<file path="src/rtl/job_seq_tracker.sv">
module job_seq_tracker #(
  parameter int NCORES = 8,
  parameter int ISN_W  = 16
) (
  input  logic                  clk,
  input  logic                  rst_n,
  input  logic                  issue_valid,
  input  logic [7:0]            issue_core,
  output logic                  issue_ack,
  output logic [7:0]            issue_tag,
  output logic [ISN_W-1:0]      issue_num,
  input  logic                  lookup_valid,
  input  logic [15:0]           lookup_tag,
  input  logic [2*NCORES-1:0]   status_bits,
  output logic                  lookup_hit,
  output logic [ISN_W-1:0]      lookup_isn,
  output logic                  lookup_err,
  output logic [NCORES-1:0]     pending,
  output logic [NCORES-1:0]     queue_full
);

  logic [ISN_W-1:0] chip_isn;
  logic [7:0]       seq_q  [NCORES];
  logic [ISN_W-1:0] last_q [NCORES];
  logic [ISN_W-1:0] prev_q [NCORES];
  logic [NCORES-1:0] pend_q, full_q, clr;

  logic             i_ok, i_pend, l_ok;
  logic [7:0]       i_seq, l_seq;
  logic [ISN_W-1:0] l_last, l_prev;
  logic             hit_last, hit_prev;
  logic [NCORES-1:0] unused_active;

  always_comb begin
    i_ok = 1'b0; i_pend = 1'b0; i_seq = '0;
    l_ok = 1'b0; l_seq = '0; l_last = '0; l_prev = '0;
    for (int i = 0; i < NCORES; i++) begin
      if (issue_core == 8'(i)) begin
        i_ok = 1'b1; i_pend = pend_q[i]; i_seq = seq_q[i];
      end
      if (lookup_tag[15:8] == 8'(i)) begin
        l_ok = 1'b1; l_seq = seq_q[i]; l_last = last_q[i]; l_prev = prev_q[i];
      end
    end
  end

  assign issue_ack = issue_valid & i_ok & ~i_pend;
  assign issue_tag = i_seq + 8'd1;
  assign issue_num = chip_isn + 1'b1;

  assign hit_last   = l_ok & (l_seq == lookup_tag[7:0]);
  assign hit_prev   = l_ok & ~hit_last & (l_seq == lookup_tag[7:0] + 8'd1);
  assign lookup_hit = hit_last | hit_prev;
  assign lookup_isn = hit_last ? l_last : (hit_prev ? l_prev : '0);
  assign lookup_err = lookup_valid & ~l_ok;

  always_comb begin
    for (int i = 0; i < NCORES; i++) begin
      clr[i] = lookup_valid & l_ok & ~status_bits[2*i+1] & (last_q[i] <= lookup_isn);
      unused_active[i] = status_bits[2*i];
    end
  end

  always_ff @(posedge clk) begin
    if (!rst_n) begin
      chip_isn <= '0;
      pend_q   <= '0;
      full_q   <= '0;
      for (int i = 0; i < NCORES; i++) begin
        seq_q[i]  <= '0;
        last_q[i] <= '0;
        prev_q[i] <= '0;
      end
    end else begin
      if (issue_ack) chip_isn <= issue_num;
      for (int i = 0; i < NCORES; i++) begin
        if (clr[i]) begin
          pend_q[i] <= 1'b0;
          full_q[i] <= 1'b0;
        end
        if (issue_valid && issue_core == 8'(i)) begin
          if (pend_q[i]) begin
            if (!clr[i]) full_q[i] <= 1'b1;
          end else begin
            seq_q[i]  <= seq_q[i] + 8'd1;
            prev_q[i] <= last_q[i];
            last_q[i] <= issue_num;
            pend_q[i] <= 1'b1;
          end
        end
      end
    end
  end

  assign pending    = pend_q;
  assign queue_full = full_q;

  assert_isn_step_R2: assert property (@(posedge clk) disable iff (!rst_n)
    issue_ack |=> chip_isn == ISN_W'($past(chip_isn) + 1'b1));

  assert_err_miss_R11: assert property (@(posedge clk) disable iff (!rst_n)
    lookup_err |-> (!lookup_hit && lookup_isn == '0));

  assert_err_no_change_R11: assert property (@(posedge clk) disable iff (!rst_n)
    (lookup_err && !issue_valid) |=> $stable(pend_q) && $stable(full_q));

  for (genvar g = 0; g < NCORES; g++) begin : g_chk
    assert_accept_pends_R2: assert property (@(posedge clk) disable iff (!rst_n)
      (issue_ack && issue_core == 8'(g)) |=> pend_q[g]);
    assert_refuse_full_R4: assert property (@(posedge clk) disable iff (!rst_n)
      (issue_valid && issue_core == 8'(g) && pend_q[g] && !lookup_valid) |=> full_q[g]);
    assert_full_needs_pend_R13: assert property (@(posedge clk) disable iff (!rst_n)
      full_q[g] |-> pend_q[g]);
    assert_clear_cause_R9: assert property (@(posedge clk) disable iff (!rst_n)
      $fell(pend_q[g]) |-> $past(lookup_valid && !status_bits[2*g+1]));
  end

endmodule

</file>
<file path="config.mk">
export PLATFORM = sky130hd
export DESIGN_NAME = job_seq_tracker
export DESIGN_NICKNAME = d
export VERILOG_FILES = /design/src/rtl/job_seq_tracker.sv
export SDC_FILE = /design/constraint.sdc
export NUM_CORES = 1
export LEC_CHECK = 0
export BUFFER_PORTS_ARGS = -buffer_cell sky130_fd_sc_hd__buf_2
export CELL_PAD_IN_SITES_DETAIL_PLACEMENT = 0
export CELL_PAD_IN_SITES_GLOBAL_PLACEMENT = 1
export CORE_MARGIN = 2
export CORE_UTILIZATION = 49
export CTS_CLUSTER_DIAMETER = 150
export CTS_CLUSTER_SIZE = 40
export DETAILED_ROUTE_END_ITERATION = 7
export PLACE_DENSITY = 0.82
export SETUP_SLACK_MARGIN = 0.05
export SYNTH_ARGS = -nofsm -noshare
export SYNTH_HDL_FRONTEND = slang
export SYNTH_SLANG_ARGS = --single-unit
</file>
<file path="constraint.sdc">
create_clock -name clk -period 6.8 [get_ports clk]
set_input_delay 0.34 -clock clk [delete_from_list [all_inputs] [get_ports clk]]
set_output_delay 0.34 -clock clk [all_outputs]
set_load 0.005 [all_outputs]
</file>
==> key figures, run 1 <==
Outcome
  – Outcome: finished, final reports clean

Worst setup path
  – WP data arrival: 6.02 ns
  – Critical path class: input pin to flop
  – Worst-path maximum fanout: 10
  – Crit. End Element: flop
  – WP data required: 7.19 ns
  – CP startpoint kind: input pin

Pwr
  – VDD IR max: approximately 180 µV
  – Pwr dens: approximately 180 nW/µm²
  – Total leakage power: 0.00829 µW

Layout
  – Nets@finish: about 2000
  – # diodes: 0
  – Most frequent cells in the layout: edfxtp_1, nor2_1, ha_1
  – Fraction of layout cells with a size suffix above 1: 0.127
  – Area added between synthesis and finish: 7.55%
  – Leading cell type in the layout, fill and taps excluded: edfxtp_1

Place
  – Post-DP HPWL: 42.5 mm
  – Routability cong.: ~0.90
  – Quantity of I/O buffers inserted on ports: 94

Timing
  – Period utilisation layout: 0.828
  – Slew Limit Fails: 0
  – Hold Slack: roughly 0.11 ns
  – Final setup viols: 0
  – Final hold violations: 0
  – Clock Skews: between 0.02 and 0.025 ns
  – Final setup TNS: 0 ns
  – RSZ-0062 raised after global routing: no
  – Worst relative slew slack: 0.185
  – Tmin final: around 5.6 ns
  – Highest Clock Rate: roughly 180 MHz
  – Slew at the pin closest to its max-slew limit: 1.22 ns

Global routing
  – Total track usage: 0.271
  – GRT busiest layer: met2
  – Largest net degree at the start of global routing: 156
  – GR Util met2: 0.418
  – Number of global-route vias before repair: roughly 14000
  – Remaining Overflow, GRT: 0
  – GRT met1 Usage: 0.403
  – GR Util met3: 0.0520
  – First-pass GRT wire length: around 87 mm
  – Initial antenna violation count: 1

Clock network
  – Worst-skew pair later-pin latency: around 0.53 ns
  – H-tree Lvls: 1
  – Post-CTS sizing: 0
  – Root Driver: clkbuf_16
  – Total CTS buffers: 12
  – CTS Hold Bufs: 0
  – Maximum clock path buffer count: 3
  – Setup Fix Bufs, Post-CTS: 0
  – CTS clock-pin slew for the worst setup and hold paths: roughly 0.15 ns
  – CTS tree: done
  – Clk sink count: between 300 and 400

Yosys
  – Post-synth EDFFs: 320
  – Synth Net Count: ~1900
  – Mapped Area: roughly 20000 µm²
  – Average size of a mapped cell: roughly 12 µm²
  – Largest cells by area after synthesis: edfxtp_1, ha_1, mux4_2, nor2_1, and3_1
  – Register bit total from synthesis: approximately 350
  – Yosys top cell area share: 0.478
  – Cell count after synthesis: approximately 1700
  – Synth area leader: edfxtp_1
  – Cell variety after synth: 70
  – Synth Flop Type: edfxtp_1
  – Synth Warn #: 0
  – Post-synth ARST share: 0
  – Sequential share of the synthesized area: 0.510

Drt
  – Antenna-violating nets left: 0
  – DRC viols: 0
  – 1st-iter DRT viols: ~1700
  – First drt pass iteration count: 5
  – Via count: around 15000
  – Via density: between 6 and 7
  – Total Wirelength: ~58 mm
  – Routed len/inst: ~25 µm

Die
  – # IOs: ~100
  – Site Rows: 74
  – Die area: between 40000 and 50000 µm²
  – Die width: between 200 and 250 µm
  – Initial Util: 0.495
  – Core Footprint: ~41000 µm²
  – Die Span Y: between 200 and 250 µm

Job
  – Total of max-cap violations: 0

Min path
  – Hold Crit Class: input pin to flop
-- final cells by class --
| type | instances | area, µm² |
|---|---|---|
| fill | 3479 | 19000 |
| sequential | 352 | 10200 |
| multi-input combinational | 1266 | 9430 |
| timing repair buffer | 136 | 801 |
| tap | 532 | 666 |
| clock buffer | 19 | 348 |
| inverter | 34 | 128 |
| clock inverter | 1 | 8.76 |
-- critical path, cell delays in order --
cell,delay (ns)
buf_2,0.10
or2_1,0.26
nor4_4,0.68
and2_1,0.46
a22o_1,0.25
xor2_1,0.22
or4_1,0.42
buf_4,0.26
a2bb2oi_1,0.98
ha_1,0.41
nor2b_1,0.14
o21a_1,0.16
o21a_1,0.16
o21a_1,0.16
o21ai_0,0.14
a21oi_1,0.08
o21ai_0,0.60
a211oi_1,0.17
-- cell families (layout without fill, tap and decap cells) --
logic type,after synthesis,after routing,share of synthesized area
AO/OA/AOI/OAI,296,296,0.107
XOR/XNOR,95,95,0.0414
adder cells (fa/ha/maj),139,139,0.0865
buffers and inverters,120,190,0.0251
flip-flops,352,352,0.510
multiplexers,70,70,0.0617
AND/OR/NAND/NOR,666,666,0.169
-- power by group --
group | internal (µW) | switching, µW | total (µW)
registers | 2440 | 69.4 | 2510
logic | 139 | 216 | 355
clock network | 365 | 656 | 1020
-- flip-flops by register name, summed over array words and instances (netlist names) --
signal	cells
seq_q	64
prev_q	128
chip_isn	16
queue_full	8
pending	8
last_q	128
-- synthesized netlist by cell type, drive strengths merged (41+ instances only) --
master,count
and2,67
edfxtp,320
xnor2,44
mux4,42
a21oi,45
ha,139
and3,123
xor2,51
nor2,206
clkbuf,60
nand2,85
nand3,71
o21ai,41
a22oi,47
-- per-stage QoR --
step / worst slack, ns / util / total power [µW] / std cells / area, µm²
floorplan: 2.05 / - / 2770 / 1738 / 20100
global placement: 0.949 / 0.523 / 2890 / 2320 / 21300
detailed placement: 0.820 / 0.523 / 2900 / 2320 / 21300
CTS: 1.38 / 0.532 / 3890 / 2340 / 21600
global route: 1.02 / 0.532 / 3990 / 2340 / 21600
finish: 1.17 / 0.532 / 3880 / 2340 / 21600
-- metal layers --
metal / share of wire / vias to the layer above
met3: 0.098 / 61
met5: 0.00023 / -
met2: 0.45 / 721
li1: - / 6720
met1: 0.44 / 7353
met4: 0.015 / 2
-- final timing paths --
check | slack (ns) | end | start | cells past startpoint
setup / recovery | 1.17 | queue_full[6] | lookup_tag[15] | 18
hold / removal | 0.11 | pending[5] | status_bits[11] | 3
setup reg to reg | 1.26 | queue_full[6] | seq_q[0][10] | 16
hold reg to reg | 0.49 | queue_full[7] | queue_full[7] | 2
Power figures use the tool's default switching activity.
==> inputs of run 2 (changes only) <==
==> constraint.sdc (replaced) <==
create_clock -name clk -period 5.73 [get_ports clk]
set_input_delay 0.2865 -clock clk [delete_from_list [all_inputs] [get_ports clk]]
set_output_delay 0.2865 -clock clk [all_outputs]
set_load 0.005 [all_outputs]
==> run 2 against run 1 <==
- register-to-register slack worse by 0.73 ns
- non-clock buffer count up 11
- global-route usage up 0.40 points
- sequential power up 19%
- critical path depth down 2
- total power up 19%
- routed wire length up 1.6%
- first-iteration DRC count down 4.5%
- clock skew up 0.0064 ns
- clock power up 19%
- worst hold slack worse by 0.047 ns
- cell area up 0.38%
- critical endpoint is now pending[3]
==> key figures, run 2 (same netlist as run 1, synthesis figures left out) <==
Outcome
  – Outcome: finished, final reports clean (unchanged)

Pwr
  – Switch share: 0.242 (about the same)
  – Internal: 3490 µW (was 2940 µW)
  – Total leakage power: 0.00834 µW (was 0.00829 µW)
  – VDD IR max: 182 µV (was 177 µV)
  – Net Switching: 1120 µW (was 941 µW)
  – Pwr dens: 212 nW/µm² (was 180 nW/µm²)
  – Combinational fraction of design power: 0.092 (was 0.091)
  – Pwr Total: 4610 µW (was 3880 µW)
  – Clock power share: 0.262 (was 0.263)
  – Sequential power share: 0.646 (about the same)

Clock network
  – CTS Hold Bufs: 0 (unchanged)
  – Setup Fix Bufs, Post-CTS: 0 (unchanged)
  – H-tree Lvls: 1 (unchanged)
  – Root Driver: clkbuf_16 (unchanged)
  – Worst-skew pair later-pin latency: 0.54 ns (was 0.53 ns)
  – Total CTS buffers: 12 (unchanged)
  – Clk sink count: 352 (unchanged)
  – CTS tree: done (unchanged)
  – CTS clock-pin slew for the worst setup and hold paths: 0.15 ns (about the same)
  – Maximum clock path buffer count: 3 (unchanged)
  – Post-CTS sizing: 0 (unchanged)

Layout
  – Fillers: 3514 (was 3479)
  – Nets@finish: 1996 (was 1985)
  – Fraction of layout cells with a size suffix above 1: 0.132 (was 0.127)
  – Multi-input logic area: 9430 µm² (unchanged)
  – # diodes: 0 (unchanged)
  – Most frequent cells in the layout: edfxtp_1, nor2_1, ha_1 (unchanged)
  – Largest regs: last_q (128), prev_q (128), seq_q (64) (unchanged)
  – Reg area: 10200 µm² (unchanged)
  – Post-route insts no fill: 2351 (was 2340)
  – Post-layout util: 0.534 (was 0.532)
  – Leading cell type in the layout, fill and taps excluded: edfxtp_1 (unchanged)
  – Area added between synthesis and finish: 7.96% (was 7.55%)

Timing
  – Worst relative slew slack: 0.244 (was 0.185)
  – Tmin final: approximately 5.2 ns
  – Slew Limit Fails: 0 (unchanged)
  – Highest Clock Rate: ~190 MHz
  – Final setup TNS: 0 ns (unchanged)
  – Hold Slack: 0.0589 ns (was 0.106 ns)
  – Final setup viols: 0 (unchanged)
  – Clock Skews: 0.0296 ns (was 0.0232 ns)
  – Final hold violations: 0 (unchanged)
  – Period utilisation layout: 0.907
  – RSZ-0062 raised after global routing: no (unchanged)
  – Slew at the pin closest to its max-slew limit: 1.13 ns (was 1.22 ns)

Place
  – Routability cong.: 0.923 (was 0.896)
  – Post-DP HPWL: 43.1 mm (was 42.5 mm)
  – DP Cell Count: 2331 (was 2320)
  – Quantity of I/O buffers inserted on ports: 94 (unchanged)

Job
  – Total of max-cap violations: 0 (unchanged)

Worst setup path
  – Crit. End Element: flop (unchanged)
  – WP data arrival: 5.60 ns (was 6.02 ns)
  – R2R Path Start: seq_q[0][27] (was seq_q[0][10])
  – CP cell instances: mux4_2 -> nor2_1 -> a2111oi_4 -> xnor2_1 -> nand3b_1 -> a21boi_1 -> o2111ai_2 -> o22a_1 -> ha_1 -> a21o_1 -> a21oi_1 -> o21ai_0 -> a21o_1 -> a2111oi_0 -> a211o_1 -> o21ai_0 (was buf_2 -> or2_1 -> nor4_4 -> and2_1 -> a22o_1 -> xor2_1 -> or4_1 -> buf_4 -> a2bb2oi_1 -> ha_1 -> nor2b_1 -> o21a_1 -> o21a_1 -> o21a_1 -> o21ai_0 -> a21oi_1 -> o21ai_0 -> a211oi_1)
  – Worst Setup SP: seq_q[0][27] (was lookup_tag[15])
  – Flop-to-flop setup slack: 0.53 ns (was 1.26 ns)
  – Crit-path slowest cell: o2111ai_2 (was a2bb2oi_1)
  – CP startpoint kind: flop (was input pin)
  – R2R Path End: pending[3] (was queue_full[6])
  – Critical path class: flop to flop (was input pin to flop)
  – Max stage delay on crit path: 0.69 ns (was 0.98 ns)
  – R2R cell count: 16 (unchanged)
  – WP data required: 6.13 ns (was 7.19 ns)
  – Worst-path maximum fanout: 13 (was 10)
  – Worst Setup EP: pending[3] (was queue_full[6])

Drt
  – First drt pass iteration count: 5 (unchanged)
  – Via count: 15000 (was 14900)
  – Via density: 6.36 (was 6.35)
  – Antenna-violating nets left: 0 (unchanged)
  – Total Wirelength: 58.7 mm (was 57.8 mm)
  – 1st-iter DRT viols: 1582 (was 1657)
  – Routed len/inst: 25.0 µm (was 24.7 µm)
  – DRC viols: 0 (unchanged)

Die
  – Die width: 207 µm (unchanged)
  – Core Footprint: 40600 µm² (unchanged)
  – # IOs: 103 (unchanged)
  – Die Span Y: 207 µm (unchanged)
  – Die area: 42700 µm² (unchanged)
  – Site Rows: 74 (unchanged)
  – Initial Util: 0.495 (unchanged)

Global routing
  – Remaining Overflow, GRT: 0 (unchanged)
  – Largest net degree at the start of global routing: 77 (was 156)
  – GR Util met2: 0.403 (was 0.418)
  – Total track usage: 0.275 (was 0.271)
  – Initial antenna violation count: 1 (unchanged)
  – GRT met1 Usage: 0.419 (was 0.403)
  – GR Util met3: 0.0537 (was 0.0520)
  – Number of global-route vias before repair: 14200 (was 14300)
  – First-pass GRT wire length: 87.5 mm (was 86.8 mm)
  – GRT busiest layer: met1 (was met2)

Min path
  – Hold Crit Class: input pin to flop (unchanged)
run 2: worst max-delay path: cells and delay by family (launching register included):
family / cells / cell delay (ns)
AOI/OAI and AO/OA: 11 / 2.94
xor gates and xnor gates: 1 / 0.29
adders and majority gates: 1 / 0.33
DFF: 1 / 0.52
muxes: 1 / 0.53
and+or+nand+nor: 2 / 0.42
run 2: area by class of cell:
type                    instances  share of cell area
repair buffers                147              0.0407
flip-flops and latches        352               0.472
multi-input cells            1266               0.434
inverters                      34             0.00588
clock inverters                 1            0.000403
clock buffers                  19              0.0160
well taps                     532              0.0307
run 2: stage by stage:
| stage | setup WS [ns] | cell area (µm²) |
|---|---|---|
| floorplan | 1.04 | 20100 |
| global placement | 0.316 | 21400 |
| detailed placement | 0.212 | 21400 |
| CTS | 0.531 | 21700 |
| global route | 0.293 | 21700 |
| finish | 0.532 | 21700 |
run 2: how the worst min path moves through the flow:
stage | from | to | slack (ns) | cells past startpoint
after global routing | status_bits[1] | pending[0] | 0.06 | 3
final | status_bits[11] | pending[5] | 0.06 | 3
after floorplan | status_bits[11] | pending[5] | 0.43 | 2
after global placement | queue_full[7] | queue_full[7] | 0.46 | 2
after detailed placement | queue_full[7] | queue_full[7] | 0.47 | 2
after CTS | status_bits[11] | pending[5] | 0.06 | 3
run 2: per-layer routing:
| layer | up-vias | share of wire |
|---|---|---|
| met4 | 2 | 0.024 |
| met1 | 7402 | 0.44 |
| met3 | 68 | 0.11 |
| li1 | 6747 | - |
| met2 | 735 | 0.43 |
| met5 | - | 0.00024 |
run 2: power groups by stage:
stage	registers, µW	clock network, µW	logic (µW)
after floorplan	3000	0	288
after global placement	3030	0	412
after detailed placement	3030	0	420
after CTS	2970	1220	422
after global routing	2990	1300	460
final	2980	1210	425
==> inputs of run 3 (changes only) <==
--- a/config.mk
+++ b/config.mk
@@ -6,14 +6,12 @@
 export NUM_CORES = 1
 export LEC_CHECK = 0
 export BUFFER_PORTS_ARGS = -buffer_cell sky130_fd_sc_hd__buf_2
-export CELL_PAD_IN_SITES_DETAIL_PLACEMENT = 0
-export CELL_PAD_IN_SITES_GLOBAL_PLACEMENT = 1
 export CORE_MARGIN = 2
 export CORE_UTILIZATION = 49
 export CTS_CLUSTER_DIAMETER = 150
 export CTS_CLUSTER_SIZE = 40
 export DETAILED_ROUTE_END_ITERATION = 7
-export PLACE_DENSITY = 0.82
+export PLACE_DENSITY = 0.69
 export SETUP_SLACK_MARGIN = 0.05
 export SYNTH_ARGS = -nofsm -noshare
 export SYNTH_HDL_FRONTEND = slang
==> run 3 against run 2 <==
- the run now ends with design-rule violations left
- critical endpoint is now pending[7]
- worst hold slack got worse by 0.019 ns
- largest cell class unchanged
- total power increased by 0.40%
- maximum frequency decreased by 0.19%
- critical path type unchanged
- cell count is 0.17% lower
==> key figures, run 3 (same netlist as run 1, synthesis figures left out) <==
Worst setup path
  – R2R Path End: pending[7] (was pending[3])
  – Crit. End Element: flop (unchanged)
  – R2R cell count: 18 (was 16)
  – Worst-path maximum fanout: 8 (was 13)
  – Most frequent CP cell: o21a_1
  – CP cell instances: mux4_2 -> nor2_1 -> a2111oi_4 -> xnor2_1 -> nand3b_1 -> a21boi_1 -> o2111a_1 -> a2bb2oi_1 -> ha_1 -> nor2b_1 -> o21a_1 -> o21a_1 -> o21a_1 -> o21ai_0 -> a21oi_1 -> o311ai_0 -> buf_4 -> mux2i_1 (was mux4_2 -> nor2_1 -> a2111oi_4 -> xnor2_1 -> nand3b_1 -> a21boi_1 -> o2111ai_2 -> o22a_1 -> ha_1 -> a21o_1 -> a21oi_1 -> o21ai_0 -> a21o_1 -> a2111oi_0 -> a211o_1 -> o21ai_0)
  – CP startpoint kind: flop (unchanged)
  – Crit-path slowest cell: a2bb2oi_1 (was o2111ai_2)
  – Critical path class: flop to flop (unchanged)
  – Flop-to-flop setup slack: 0.52 ns (was 0.53 ns)
  – R2R Path Start: seq_q[0][27] (unchanged)
  – Max stage delay on crit path: 1.00 ns (was 0.69 ns)
  – WP data required: 6.16 ns (was 6.13 ns)
  – WP data arrival: 5.64 ns (was 5.60 ns)

Clock network
  – CTS Hold Bufs: 0 (unchanged)
  – Root Driver: clkbuf_16 (unchanged)
  – Setup Fix Bufs, Post-CTS: 0 (unchanged)
  – Clk sink count: 352 (unchanged)
  – Maximum clock path buffer count: 3 (unchanged)
  – H-tree Lvls: 1 (unchanged)
  – CTS clock-pin slew for the worst setup and hold paths: 0.16 ns (was 0.15 ns)
  – Total CTS buffers: 12 (unchanged)
  – Post-CTS sizing: 0 (unchanged)
  – Worst-skew pair later-pin latency: 0.54 ns (about the same)
  – CTS tree: done (unchanged)

Timing
  – Hold Slack: 0.0404 ns (was 0.0589 ns)
  – Period utilisation layout: 0.909 (was 0.907)
  – RSZ-0062 raised after global routing: no (unchanged)
  – Final hold violations: 0 (unchanged)
  – Tmin final: 5.21 ns (was 5.20 ns)
  – Final setup viols: 0 (unchanged)
  – Slew at the pin closest to its max-slew limit: 1.28 ns (was 1.13 ns)
  – Final setup TNS: 0 ns (unchanged)
  – Highest Clock Rate: 192 MHz (about the same)
  – Worst relative slew slack: 0.143 (was 0.244)
  – Slew Limit Fails: 0 (unchanged)
  – Clock Skews: 0.0284 ns (was 0.0296 ns)

Layout
  – Largest regs: last_q (128), prev_q (128), seq_q (64) (unchanged)
  – Fraction of layout cells with a size suffix above 1: 0.130 (was 0.132)
  – Most frequent cells in the layout: edfxtp_1, nor2_1, ha_1 (unchanged)
  – Leading cell type in the layout, fill and taps excluded: edfxtp_1 (unchanged)
  – # diodes: 0 (unchanged)
  – Nets@finish: 1992 (was 1996)
  – Area added between synthesis and finish: 7.87% (was 7.96%)
  – Fillers: 3492 (was 3514)

Global routing
  – Largest net degree at the start of global routing: 118 (was 77)
  – Initial antenna violation count: 2 (was 1)
  – Number of global-route vias before repair: 14600 (was 14200)
  – Total track usage: 0.277 (was 0.275)
  – Remaining Overflow, GRT: 0 (unchanged)
  – First-pass GRT wire length: 88.6 mm (was 87.5 mm)

Die
  – # IOs: 103 (unchanged)
  – Die width: 207 µm (unchanged)
  – Die area: 42700 µm² (unchanged)
  – Die Span Y: 207 µm (unchanged)
  – Core Footprint: 40600 µm² (unchanged)
  – Initial Util: 0.495 (unchanged)
  – Site Rows: 74 (unchanged)

Place
  – Quantity of I/O buffers inserted on ports: 94 (unchanged)
  – Post-DP HPWL: 42.6 mm (was 43.1 mm)
  – Routability cong.: 0.915 (was 0.923)

Outcome
  – Outcome: complete, but fails checks (was finished, final reports clean)
  – Failing checks: design-rule violations

Drt
  – Total Wirelength: 58.6 mm (was 58.7 mm)
  – Via count: 15200 (was 15000)
  – Routed len/inst: 25.0 µm (about the same)
  – Via density: 6.46 (was 6.36)
  – DRC viols: 8 (was 0)
  – 1st-iter DRT viols: 1699 (was 1582)
  – First drt pass iteration count: 8 (was 5)
  – Antenna-violating nets left: 0 (unchanged)

Pwr
  – VDD IR max: 179 µV (was 182 µV)
  – Pwr dens: 213 nW/µm² (was 212 nW/µm²)
  – Total leakage power: 0.00833 µW (was 0.00834 µW)

Job
  – Total of max-cap violations: 0 (unchanged)

Min path
  – Hold Crit Depth: 3 (unchanged)
  – Hold EP: pending[5] (unchanged)
  – Hold Crit Class: input pin to flop (unchanged)
  – HP Start: status_bits[11] (unchanged)
## run 3: power breakdown
part / switching [µW] / leakage (µW) / internal [µW]
combinational: 255 / 0.00465 / 168
clock: 793 / 0.000172 / 433
sequential: 86.4 / 0.00351 / 2890
total: 1130 / 0.00833 / 3490
## run 3: layout make-up
type,count,area (µm²),area share
Sequential cell,352,10200,0.472
Multi-Input combinational cell,1266,9430,0.435
Timing Repair Buffer,143,866,0.0399
Tap cell,532,666,0.0307
Clock buffer,19,348,0.0160
Inverter,34,128,0.00588
Clock inverter,1,8.76,0.000404
## run 3: worst max-delay path by stage
stage | start | to | slack, ns | cells after the start
floorplan | issue_core[1] | last_q[1][32] | 1.04 | 4
finish | seq_q[0][27] | pending[7] | 0.52 | 18
CTS | seq_q[0][27] | pending[7] | 0.64 | 18
global placement | lookup_tag[15] | pending[7] | 0.39 | 20
global route | seq_q[0][27] | pending[7] | 0.27 | 18
detailed placement | lookup_tag[15] | pending[7] | 0.35 | 20
## run 3: stage by stage
| step | instance area [µm²] | setup slack (ns) | util | power (µW) | instances |
|---|---|---|---|---|---|
| 2_1_floorplan | 20100 | 1.04 | - | 3280 | 1738 |
| 3_3_place_gp | 21300 | 0.394 | 0.525 | 3440 | 2327 |
| 3_5_place_dp | 21300 | 0.351 | 0.525 | 3450 | 2327 |
| 4_1_cts | 21700 | 0.635 | 0.534 | 4620 | 2347 |
| 5_1_grt | 21700 | 0.270 | 0.534 | 4750 | 2347 |
| 6_report | 21700 | 0.522 | 0.534 | 4630 | 2347 |
## run 3: per-layer routing
layer	GRT usage	wire length [µm]
met2	0.421	26200
met3	0.0556	6510
met1	0.405	24500
met5	0	23
met4	0.0724	1380
## run 3: critical path: cells and delay by family, from the launching register on
kind	cells	cell delay [ns]
adder cells (fa/ha/maj)	1	0.42
AO/OA/AOI/OAI	10	2.52
AND/OR/NAND/NOR	3	0.54
XOR/XNOR	1	0.30
buffers and inverters	1	0.20
flip-flops	1	0.53
multiplexers	2	0.60
